$ cat config.mk
export PLATFORM = sky130hd
export DESIGN_NAME = dual_window_monitor
export DESIGN_NICKNAME = d
export VERILOG_FILES = /design/src/rtl/wm_pkg.sv /design/src/rtl/wm_regs.sv /design/src/rtl/wm_pending.sv /design/src/rtl/wm_compare.sv /design/src/rtl/wm_events.sv /design/src/rtl/dual_window_monitor.sv
export SDC_FILE = /design/constraint.sdc
export NUM_CORES = 1
export LEC_CHECK = 0
export ABC_AREA = 1
export ABC_CLOCK_PERIOD_IN_PS = 3100
export BUFFER_PORTS_ARGS = -buffer_cell sky130_fd_sc_hd__buf_4
export CORE_ASPECT_RATIO = 1.1
export CORE_MARGIN = 1
export CORE_UTILIZATION = 45
export DETAILED_ROUTE_END_ITERATION = 16
export PLACE_DENSITY = 0.74
export SYNTH_ARGS = -nofsm -noshare
export SYNTH_HDL_FRONTEND = slang
export SYNTH_SLANG_ARGS = --single-unit
$ cat constraint.sdc
create_clock -name clk -period 3.1 [get_ports clk]
set_input_delay 0.465 -clock clk [delete_from_list [all_inputs] [get_ports clk]]
set_output_delay 0.465 -clock clk [all_outputs]
set_load 0.1 [all_outputs]
$ cat src/rtl/wm_pkg.sv
package wm_pkg;
  localparam int unsigned REG_AW = 3;
  localparam int unsigned REG_DW = 32;
  typedef logic [REG_AW-1:0] reg_addr_t;

  localparam reg_addr_t ADR_CTRL   = 3'd0;
  localparam reg_addr_t ADR_UPPER  = 3'd1;
  localparam reg_addr_t ADR_LOWER  = 3'd2;
  localparam reg_addr_t ADR_STATUS = 3'd3;
  localparam reg_addr_t ADR_CLEAR  = 3'd4;

  localparam int unsigned CTRL_IRQ_BIT  = 8;
  localparam int unsigned CTRL_HSEL_LSB = 16;
  localparam int unsigned CTRL_LSEL_LSB = 24;
endpackage

$ cat src/rtl/wm_regs.sv
module wm_regs
  import wm_pkg::*;
#(
  parameter int unsigned NCH  = 2,
  parameter int unsigned DW   = 24,
  parameter int unsigned NBRK = 2
) (
  input  logic              clk,
  input  logic              rst,
  input  logic              wr_en,
  input  reg_addr_t         wr_addr,
  input  logic [REG_DW-1:0] wr_data,
  input  reg_addr_t         rd_addr,
  input  logic [NCH-1:0]    hi_flags,
  input  logic [NCH-1:0]    lo_flags,
  input  logic              evt,
  output logic [NCH-1:0]    chan_en,
  output logic              irq_en,
  output logic [NBRK-1:0]   hi_sel,
  output logic [NBRK-1:0]   lo_sel,
  output logic [DW-1:0]     upper,
  output logic [DW-1:0]     lower,
  output logic [NCH-1:0]    clr_hi,
  output logic [NCH-1:0]    clr_lo,
  output logic [REG_DW-1:0] rd_data
);
  logic              clr_hit;
  logic [REG_DW-1:0] rd_next;
  logic              wr_unused;

  assign wr_unused = ^wr_data;

  always_ff @(posedge clk) begin
    if (rst) begin
      chan_en <= '0;
      irq_en  <= 1'b0;
      hi_sel  <= '0;
      lo_sel  <= '0;
      upper   <= '0;
      lower   <= '0;
    end else if (wr_en) begin
      case (wr_addr)
        ADR_CTRL: begin
          chan_en <= wr_data[NCH-1:0];
          irq_en  <= wr_data[CTRL_IRQ_BIT];
          hi_sel  <= wr_data[CTRL_HSEL_LSB +: NBRK];
          lo_sel  <= wr_data[CTRL_LSEL_LSB +: NBRK];
        end
        ADR_UPPER: upper <= wr_data[DW-1:0];
        ADR_LOWER: lower <= wr_data[DW-1:0];
        default: ;
      endcase
    end
  end

  // clear strobes act on the same edge as the write
  assign clr_hit = wr_en && (wr_addr == ADR_CLEAR);
  assign clr_hi  = clr_hit ? wr_data[NCH-1:0]   : '0;
  assign clr_lo  = clr_hit ? wr_data[NCH +: NCH] : '0;

  always_comb begin
    rd_next = '0;
    case (rd_addr)
      ADR_CTRL: begin
        rd_next[NCH-1:0]                 = chan_en;
        rd_next[CTRL_IRQ_BIT]            = irq_en;
        rd_next[CTRL_HSEL_LSB +: NBRK]   = hi_sel;
        rd_next[CTRL_LSEL_LSB +: NBRK]   = lo_sel;
      end
      ADR_UPPER: rd_next[DW-1:0] = upper;
      ADR_LOWER: rd_next[DW-1:0] = lower;
      ADR_STATUS: begin
        rd_next[NCH-1:0]   = hi_flags;
        rd_next[NCH +: NCH] = lo_flags;
        rd_next[2*NCH]     = evt;
      end
      default: ;
    endcase
  end

  always_ff @(posedge clk) begin
    if (rst) rd_data <= '0;
    else     rd_data <= rd_next;
  end
endmodule

$ cat src/rtl/wm_pending.sv
module wm_pending #(
  parameter int unsigned NCH  = 2,
  parameter int unsigned DW   = 24,
  parameter int unsigned CH_W = 1
) (
  input  logic              clk,
  input  logic              rst,
  input  logic [NCH-1:0]    req,
  input  logic [NCH*DW-1:0] data,
  input  logic [NCH-1:0]    chan_en,
  input  logic              take,
  input  logic [CH_W-1:0]   take_ch,
  output logic              pick_vld,
  output logic [CH_W-1:0]   pick_ch,
  output logic [DW-1:0]     pick_data
);
  logic [NCH-1:0]    pend;
  logic [NCH*DW-1:0] pflat;

  for (genvar g = 0; g < NCH; g++) begin : g_slot
    logic          p_q;
    logic [DW-1:0] d_q;

    // a new request outranks the grant that empties the slot
    always_ff @(posedge clk) begin
      if (rst) begin
        p_q <= 1'b0;
        d_q <= '0;
      end else if (req[g] && chan_en[g]) begin
        p_q <= 1'b1;
        d_q <= data[g*DW +: DW];
      end else if (take && (take_ch == CH_W'(g))) begin
        p_q <= 1'b0;
      end
    end

    assign pend[g]            = p_q;
    assign pflat[g*DW +: DW]  = d_q;
  end

  // fixed priority: lowest channel index wins
  always_comb begin
    pick_ch = '0;
    for (int i = NCH - 1; i >= 0; i--) begin
      if (pend[i]) pick_ch = CH_W'(i);
    end
  end

  assign pick_vld  = |pend;
  assign pick_data = pflat[pick_ch*DW +: DW];
endmodule

$ cat src/rtl/wm_compare.sv
module wm_compare #(
  parameter int unsigned DW         = 24,
  parameter int unsigned CH_W       = 1,
  parameter int unsigned CMP_CYCLES = 8
) (
  input  logic            clk,
  input  logic            rst,
  input  logic            pick_vld,
  input  logic [CH_W-1:0] pick_ch,
  input  logic [DW-1:0]   pick_data,
  input  logic [DW-1:0]   upper,
  input  logic [DW-1:0]   lower,
  output logic            take,
  output logic            done,
  output logic [CH_W-1:0] done_ch,
  output logic            hi_hit,
  output logic            lo_hit
);
  // CMP_CYCLES must be at least 2
  localparam int unsigned CNT_W = (CMP_CYCLES > 2) ? $clog2(CMP_CYCLES) : 1;
  localparam logic [CNT_W-1:0] LAST = CNT_W'(CMP_CYCLES - 2);

  logic             busy;
  logic [CNT_W-1:0] cnt;
  logic [DW-1:0]    d_q;

  assign take = !busy && pick_vld;

  always_ff @(posedge clk) begin
    if (rst) begin
      busy    <= 1'b0;
      cnt     <= '0;
      done_ch <= '0;
      d_q     <= '0;
    end else if (!busy) begin
      cnt <= '0;
      if (pick_vld) begin
        busy    <= 1'b1;
        done_ch <= pick_ch;
        d_q     <= pick_data;
      end
    end else if (cnt == LAST) begin
      busy <= 1'b0;
    end else begin
      cnt <= cnt + 1'b1;
    end
  end

  assign done   = busy && (cnt == LAST);
  assign hi_hit = $signed(d_q) > $signed(upper);
  assign lo_hit = $signed(d_q) < $signed(lower);
endmodule

$ cat src/rtl/wm_events.sv
module wm_events #(
  parameter int unsigned NCH  = 2,
  parameter int unsigned NBRK = 2,
  parameter int unsigned CH_W = 1
) (
  input  logic            clk,
  input  logic            rst,
  input  logic            done,
  input  logic [CH_W-1:0] done_ch,
  input  logic            hi_hit,
  input  logic            lo_hit,
  input  logic [NCH-1:0]  clr_hi,
  input  logic [NCH-1:0]  clr_lo,
  input  logic            irq_en,
  input  logic [NBRK-1:0] hi_sel,
  input  logic [NBRK-1:0] lo_sel,
  output logic [NCH-1:0]  hi_flags,
  output logic [NCH-1:0]  lo_flags,
  output logic            evt_o,
  output logic            irq_o,
  output logic [NBRK-1:0] brk_o
);
  logic [NCH-1:0] set_hi, set_lo, hi_next, lo_next;
  logic           any_next;

  always_comb begin
    set_hi = '0;
    set_lo = '0;
    if (done) begin
      for (int i = 0; i < NCH; i++) begin
        if (done_ch == CH_W'(i)) begin
          set_hi[i] = hi_hit;
          set_lo[i] = lo_hit;
        end
      end
    end
  end

  // set outranks clear
  assign hi_next  = (hi_flags & ~clr_hi) | set_hi;
  assign lo_next  = (lo_flags & ~clr_lo) | set_lo;
  assign any_next = |{hi_next, lo_next};

  always_ff @(posedge clk) begin
    if (rst) begin
      hi_flags <= '0;
      lo_flags <= '0;
      evt_o    <= 1'b0;
      irq_o    <= 1'b0;
      brk_o    <= '0;
    end else begin
      hi_flags <= hi_next;
      lo_flags <= lo_next;
      evt_o    <= any_next;
      irq_o    <= irq_en && any_next;
      brk_o    <= done ? ((hi_hit ? hi_sel : '0) | (lo_hit ? lo_sel : '0)) : '0;
    end
  end
endmodule

$ cat src/rtl/dual_window_monitor.sv
module dual_window_monitor
  import wm_pkg::*;
#(
  parameter int unsigned NCH        = 2,
  parameter int unsigned DW         = 24,
  parameter int unsigned NBRK       = 2,
  parameter int unsigned CMP_CYCLES = 8
) (
  input  logic              clk,
  input  logic              rst,
  input  logic [NCH-1:0]    req_i,
  input  logic [NCH*DW-1:0] sample_i,
  input  logic              wr_en_i,
  input  logic [REG_AW-1:0] wr_addr_i,
  input  logic [REG_DW-1:0] wr_data_i,
  input  logic [REG_AW-1:0] rd_addr_i,
  output logic [REG_DW-1:0] rd_data_o,
  output logic              mon_evt_o,
  output logic              irq_o,
  output logic [NBRK-1:0]   brk_o
);
  localparam int unsigned CH_W = (NCH > 1) ? $clog2(NCH) : 1;

  logic [NCH-1:0]  chan_en, clr_hi, clr_lo, hi_flags, lo_flags;
  logic            irq_en;
  logic [NBRK-1:0] hi_sel, lo_sel;
  logic [DW-1:0]   upper, lower, pick_data;
  logic            pick_vld, take, cmp_done, hi_hit, lo_hit;
  logic [CH_W-1:0] pick_ch, done_ch;

  wm_regs #(.NCH(NCH), .DW(DW), .NBRK(NBRK)) u_regs (
    .clk(clk), .rst(rst),
    .wr_en(wr_en_i), .wr_addr(wr_addr_i), .wr_data(wr_data_i), .rd_addr(rd_addr_i),
    .hi_flags(hi_flags), .lo_flags(lo_flags), .evt(mon_evt_o),
    .chan_en(chan_en), .irq_en(irq_en), .hi_sel(hi_sel), .lo_sel(lo_sel),
    .upper(upper), .lower(lower), .clr_hi(clr_hi), .clr_lo(clr_lo),
    .rd_data(rd_data_o)
  );

  wm_pending #(.NCH(NCH), .DW(DW), .CH_W(CH_W)) u_pend (
    .clk(clk), .rst(rst), .req(req_i), .data(sample_i), .chan_en(chan_en),
    .take(take), .take_ch(pick_ch),
    .pick_vld(pick_vld), .pick_ch(pick_ch), .pick_data(pick_data)
  );

  wm_compare #(.DW(DW), .CH_W(CH_W), .CMP_CYCLES(CMP_CYCLES)) u_cmp (
    .clk(clk), .rst(rst), .pick_vld(pick_vld), .pick_ch(pick_ch), .pick_data(pick_data),
    .upper(upper), .lower(lower), .take(take), .done(cmp_done), .done_ch(done_ch),
    .hi_hit(hi_hit), .lo_hit(lo_hit)
  );

  wm_events #(.NCH(NCH), .NBRK(NBRK), .CH_W(CH_W)) u_evt (
    .clk(clk), .rst(rst), .done(cmp_done), .done_ch(done_ch),
    .hi_hit(hi_hit), .lo_hit(lo_hit), .clr_hi(clr_hi), .clr_lo(clr_lo),
    .irq_en(irq_en), .hi_sel(hi_sel), .lo_sel(lo_sel),
    .hi_flags(hi_flags), .lo_flags(lo_flags),
    .evt_o(mon_evt_o), .irq_o(irq_o), .brk_o(brk_o)
  );
endmodule

# Word-level counts from Yosys, hierarchy flattened
# Cells that the tools add are included.
[word_totals] register_bits=174
[op_classes] bitwise=11 n_mul=1 muxes=26 reduce_logical=22 addsub=1 shift=1 eq_ne=7 magnitude_cmp=2
[op_table] op="$shiftx 48x7->24" n=1
[op_table] op="$gt 24x24->1" n=1
[op_table] op="$lt 24x24->1" n=1
[op_table] op="$pmux 7 s2" n=1
[op_table] op="$mux 1" n=13
[op_table] op="$mux 2" n=6
[op_table] op="$pmux 6 s2" n=1
[op_table] op="$eq 3x2->1 const B" n=3
[op_table] op="$pmux 3 s3" n=1
[op_table] op="$logic_and 1x1->1" n=8
[op_table] op="$pmux 2 s4" n=1
[op_table] op="$reduce_and 2->1" n=4
[op_table] op="$reduce_or 2->1" n=4
[op_table] op="$eq 3x1->1 const B" n=2
[op_table] op="$eq 3x3->1 const B" n=2
[op_table] op="$logic_not 3->1" n=2
[op_table] op="$or 2x2->2" n=3
[op_table] op="$pmux 2 s3" n=1
[op_table] op="$pmux 3 s2" n=1
[op_table] op="$and 2x2->2" n=2
[op_table] op="$not 1->1" n=4
[op_table] op="$not 2->2" n=2
[op_table] op="$reduce_bool 2->1" n=2
[op_table] op="$reduce_or 4->1" n=1
[op_table] op="4 further kinds" n=4

# Longest topological paths before layout
[depth] ltp_word=8 depth_mapped=18 mapped_depth_nobuf=18

# By module
# Synthesis repeated with hierarchy kept, for this count alone.
[unflattened] hier_cells=1109 area_unflattened_um2=8389.3
[modules_own_cells] mod="wm_regs" n_inst=1 area_per_inst_um2=3130.5 seq_area_each_um2=1621.6 cells_each=407
[modules_own_cells] mod="wm_pending" n_inst=1 area_per_inst_um2=2591.2 seq_area_each_um2=1001.0 cells_each=305
[modules_own_cells] mod="wm_compare" n_inst=1 area_per_inst_um2=2352.3 seq_area_each_um2=580.6 cells_each=354
[modules_own_cells] mod="wm_events" n_inst=1 area_per_inst_um2=315.3 seq_area_each_um2=160.2 cells_each=43

# Least setup slack after synthesis
# OpenSTA, ideal clock, no wires.
[synth_timing] path_type="register to register" from="register u_regs.lower[23]" to="register u_evt.irq_o" path_slack_ns=1.313 arrival_ns=1.661 stages_incl_launch_ff=17 setup_time_ns=0.125 path_buffers=0 path_cell_list="dfxtp_1 inv_1 ha_1 nand2_1 nor2_2 and2_4 nand2_2 nor2_2 nand2_1 nand2_1 nand2_1 nand3_1 nand2_1 nor2_2 nand2_1 nand2_1 nor2_2"
[synth_between] elab_chain_len=6 word_cells_on_any_way=7 classes_between="1 x order compare; 3 x mux; 1 x bitwise; 2 x reduce/logical"
[synth_lines] item="start: declaration" line="wm_regs.sv:22" rtl="output logic [DW-1:0] lower,"
[synth_lines] item="start signal: assignment" line="wm_regs.sv:50" rtl="ADR_LOWER: lower <= wr_data[DW-1:0];"
[synth_lines] item="$lt 24x24->1 (*)" line="wm_compare.sv:51" rtl="assign lo_hit = $signed(d_q) < $signed(lower);"
[synth_lines] item="$mux 1" line="wm_events.sv:31" rtl="if (done_ch == CH_W'(i)) begin"
[synth_lines] item="$mux 2 (*)" line="wm_events.sv:29" rtl="if (done) begin"
[synth_lines] item="$or 2x2->2 (*)" line="wm_events.sv:41" rtl="assign lo_next = (lo_flags & ~clr_lo) | set_lo;"
[synth_lines] item="$reduce_or 4->1 (*)" line="wm_events.sv:42" rtl="assign any_next = |{hi_next, lo_next};"
[synth_lines] item="$logic_and 1x1->1 (*)" line="wm_events.sv:55" rtl="irq_o <= irq_en && any_next;"
[synth_lines] item="end signal: assignment" line="wm_events.sv:55"
[synth_lines] item="end: declaration" line="wm_events.sv:20" rtl="output logic irq_o,"
# Mark *: on every way between the ends. The rest lies on a longest branch, timed or not.
# A chain may end at the register's enable or synchronous reset.

# Final worst setup path
[layout_timing] from="register u_regs.upper[23]" to="register u_evt.irq_o"
[layout_between] elab_chain_len=6 word_cells_on_any_way=7 classes_between="1 x order compare; 3 x mux; 1 x bitwise; 2 x reduce/logical"
[layout_lines] item="start: declaration" line="wm_regs.sv:21" rtl="output logic [DW-1:0] upper,"
[layout_lines] item="start signal: assignment" line="wm_regs.sv:49" rtl="ADR_UPPER: upper <= wr_data[DW-1:0];"
[layout_lines] item="$gt 24x24->1 (*)" line="wm_compare.sv:50" rtl="assign hi_hit = $signed(d_q) > $signed(upper);"
[layout_lines] item="$mux 1" line="wm_events.sv:31"
[layout_lines] item="$mux 2 (*)" line="wm_events.sv:29"
[layout_lines] item="$or 2x2->2 (*)" line="wm_events.sv:40" rtl="assign hi_next = (hi_flags & ~clr_hi) | set_hi;"
[layout_lines] item="$reduce_or 4->1 (*)" line="wm_events.sv:42"
[layout_lines] item="$logic_and 1x1->1 (*)" line="wm_events.sv:55"
# Marked as above.

==> results.cfg <==
[outcome]
run_status = complete, no violations

[worst_setup_path]
critPathKind = register to register
required_ps = 3410
worst_setup_path_end_kind = register
cp.arrival_ps = 2440
critPathLaunchType = register
worstPathMaxFanout = 4

[final_layout]
area_growth_pct = 21.7
layout.nets = 1215
fillerInstances = 1551
num_antenna_cells = 0
fin_cells = 1287
final_core_util_pct = 56.4
drive_above_1_share_pct = 16.0

[global_route]
grt_max_degree = 54
grt.overflow.total = 0
grt_pass1_vias = 6075
antenna_found_initial = 0
grt_pass1_wl_mm = 28.6
grtUsageTotal_pct = 22.4

[pwr]
vdd_drop_max_mv = 0.373
powerDensity_nw_per_um2 = 535
p_leak_nw = 3.82
finalPower_mw = 4.77

[sta]
worstMarginPinSlew_ps = 1070
setup-tns-final_ps = 0
hold_violations = 0
rsz0062_at_grt = no
post-route-period-util_pct = 69.0
layout_min_cycle_time_ps = 2140
skew_ps = 12.0
max-slew-margin-rel_pct = 28.7
setup_viol = 0
slew_violations = 0
fmax_mhz = 468

[die]
core_um2 = 15800
die_width_um = 124
ios = 127
dieArea_um2 = 16800
fp-row-count = 48
initial_core_util_pct = 46.3
die_h_um = 136

[clocking]
cts_htree_levels = 4
clock_latency_ps = 440
cts_buffers = 17
clockBufferDepth = 2
postCtsSetupRepairBufs = 0
ctsHoldBuffers = 0
cts_sinks = 168
ctsResizeCount = 0
cts_tree = done
clk_pin_slew_ps = 70
cts_root_buf = clkbuf_16

[logic_synthesis]
ys_types = 35
synth_most_common_cell = nand2_1
ys_warn_count = 0
synth_common_cells = 205 x nand2_1, 168 x dfxtp_1, 128 x nor2_1, 110 x o21ai_0, 94 x a21oi_1
synth.top_cell.area_share_pct = 46.0
yosysTopAreaCell = dfxtp_1
ys_seq_elements = 168
synth-edff-count = 0
avgSynthCellArea_um2 = 7.52
synthCells = 973
synth_top_flop_cell = dfxtp_1
synthTopCellsByArea = dfxtp_1 46%, nand2_1 11%, ha_1 8.4%
ys_seq_area_share_pct = 46.0
async_flop_share_pct = 0
synth_area_um2 = 7320

[detailed_routing]
dr.pass1.iters = 5
wl_per_cell_um = 13.6
drt_iter0_drc = 285
post-route-drc-count = 0
vias_per_cell = 5.05
vias = 6493
drtAntennaViolNets = 0
routed_wl_mm = 17.5

[worst_hold_path]
hold_class = input port to register

[place]
place_inst = 1256
hpwl_mm = 12.6
port_buffers = 114
finalWeightedCongestion = 0.853

[flow_run]
maxCapViolations = 0
==> per-layer routing <==
metal	global-route usage, %	wire length, µm	up-vias
met5	0	0	-
met4	6.56	269	0
met3	5.98	1100	23
met2	35.2	7900	198
met1	29.8	8200	2904
li1	-	-	3368
==> where the power goes <==
| group | total, mW | switching (mW) | internal (mW) |
|---|---|---|---|
| sequential | 2.24 | 0.0287 | 2.21 |
| combinational | 0.443 | 0.273 | 0.169 |
| clock | 2.09 | 0.864 | 1.22 |
==> cell usage in the layout (no fill, tap or decap), drive strengths merged, types with 6 or more instances in the layout <==
cell type and count:
buf 127, o221ai 6, o21ai 111, inv 95, clkbuf 20, nor3 7, dfxtp 168, a21oi 94
clkinv 6, a31oi 25, conb 6, nand2 208, nand3 11, ha 49, nor2 134
==> metrics by stage <==
stage               instance area [µm²]  hold slack (ps)  worst slack (ps)
floorplan                          7340              437              1310
global placement                   8330              447               843
detailed placement                 8330              455               749
CTS                                8910              268               948
global route                       8910              277               726
finish                             8910              279               961
==> critical path, cell delays in order, from the launching register on <==
cell	delay, ps
dfxtp_1	330
inv_1	60
ha_1	350
nand2_1	110
nor2_2	160
nand2_2	70
nor3_2	180
nand2_1	100
nand2_1	80
nand2_2	60
nand4_1	100
nand2_1	80
nor2_2	120
nand2_1	70
nand2_1	100
nor2_2	40
==> cell type report <==
cell class / instances / area, µm² / area share (%)
Clock buffer: 20 / 457 / 5.13
Clock inverter: 11 / 121 / 1.36
Inverter: 94 / 353 / 3.96
Multi-Input combinational cell: 667 / 3410 / 38.3
Sequential cell: 168 / 3360 / 37.8
Tap cell: 200 / 250 / 2.81
Timing Repair Buffer: 127 / 953 / 10.7
==> state kept, by name, indices dropped and copies added, names as in the netlist, 3 cells and up <==
signal / cells
u_regs.upper: 24
u_cmp.d_q: 24
u_cmp.cnt: 3
u_regs.rd_data: 26
u_pend.g_slot.d_q: 48
u_regs.lower: 24
==> worst paths after layout <==
kind / start / to / slack, ps / cells after the start
setup / recovery: u_regs.upper[23]$_SDFFE_PP0P_ / u_evt.irq_o$_SDFF_PP0_ / 960 / 15
hold / removal: sample_i[18] / u_pend.g_slot[0].d_q[18]$_SDFFE_PP0P_ / 280 / 3
setup reg to reg: u_regs.upper[23]$_SDFFE_PP0P_ / u_evt.irq_o$_SDFF_PP0_ / 960 / 15
hold reg to reg: u_regs.upper[5]$_SDFFE_PP0P_ / u_regs.rd_data[5]$_SDFF_PP0_ / 460 / 2
==> cells by family (layout without fill, tap and decap cells) <==
group,Yosys count,in the layout,share of synthesized area [%]
AND/OR/NAND/NOR,368,368,20.2
other,1,6,0.0512
flip-flops,168,168,46.0
AO/OA/AOI/OAI,243,243,17.6
buffers and inverters,143,252,7.69
XOR/XNOR,1,1,0.120
adder cells (fa/ha/maj),49,49,8.38
No activity file was read; power rests on OpenSTA's default activity.
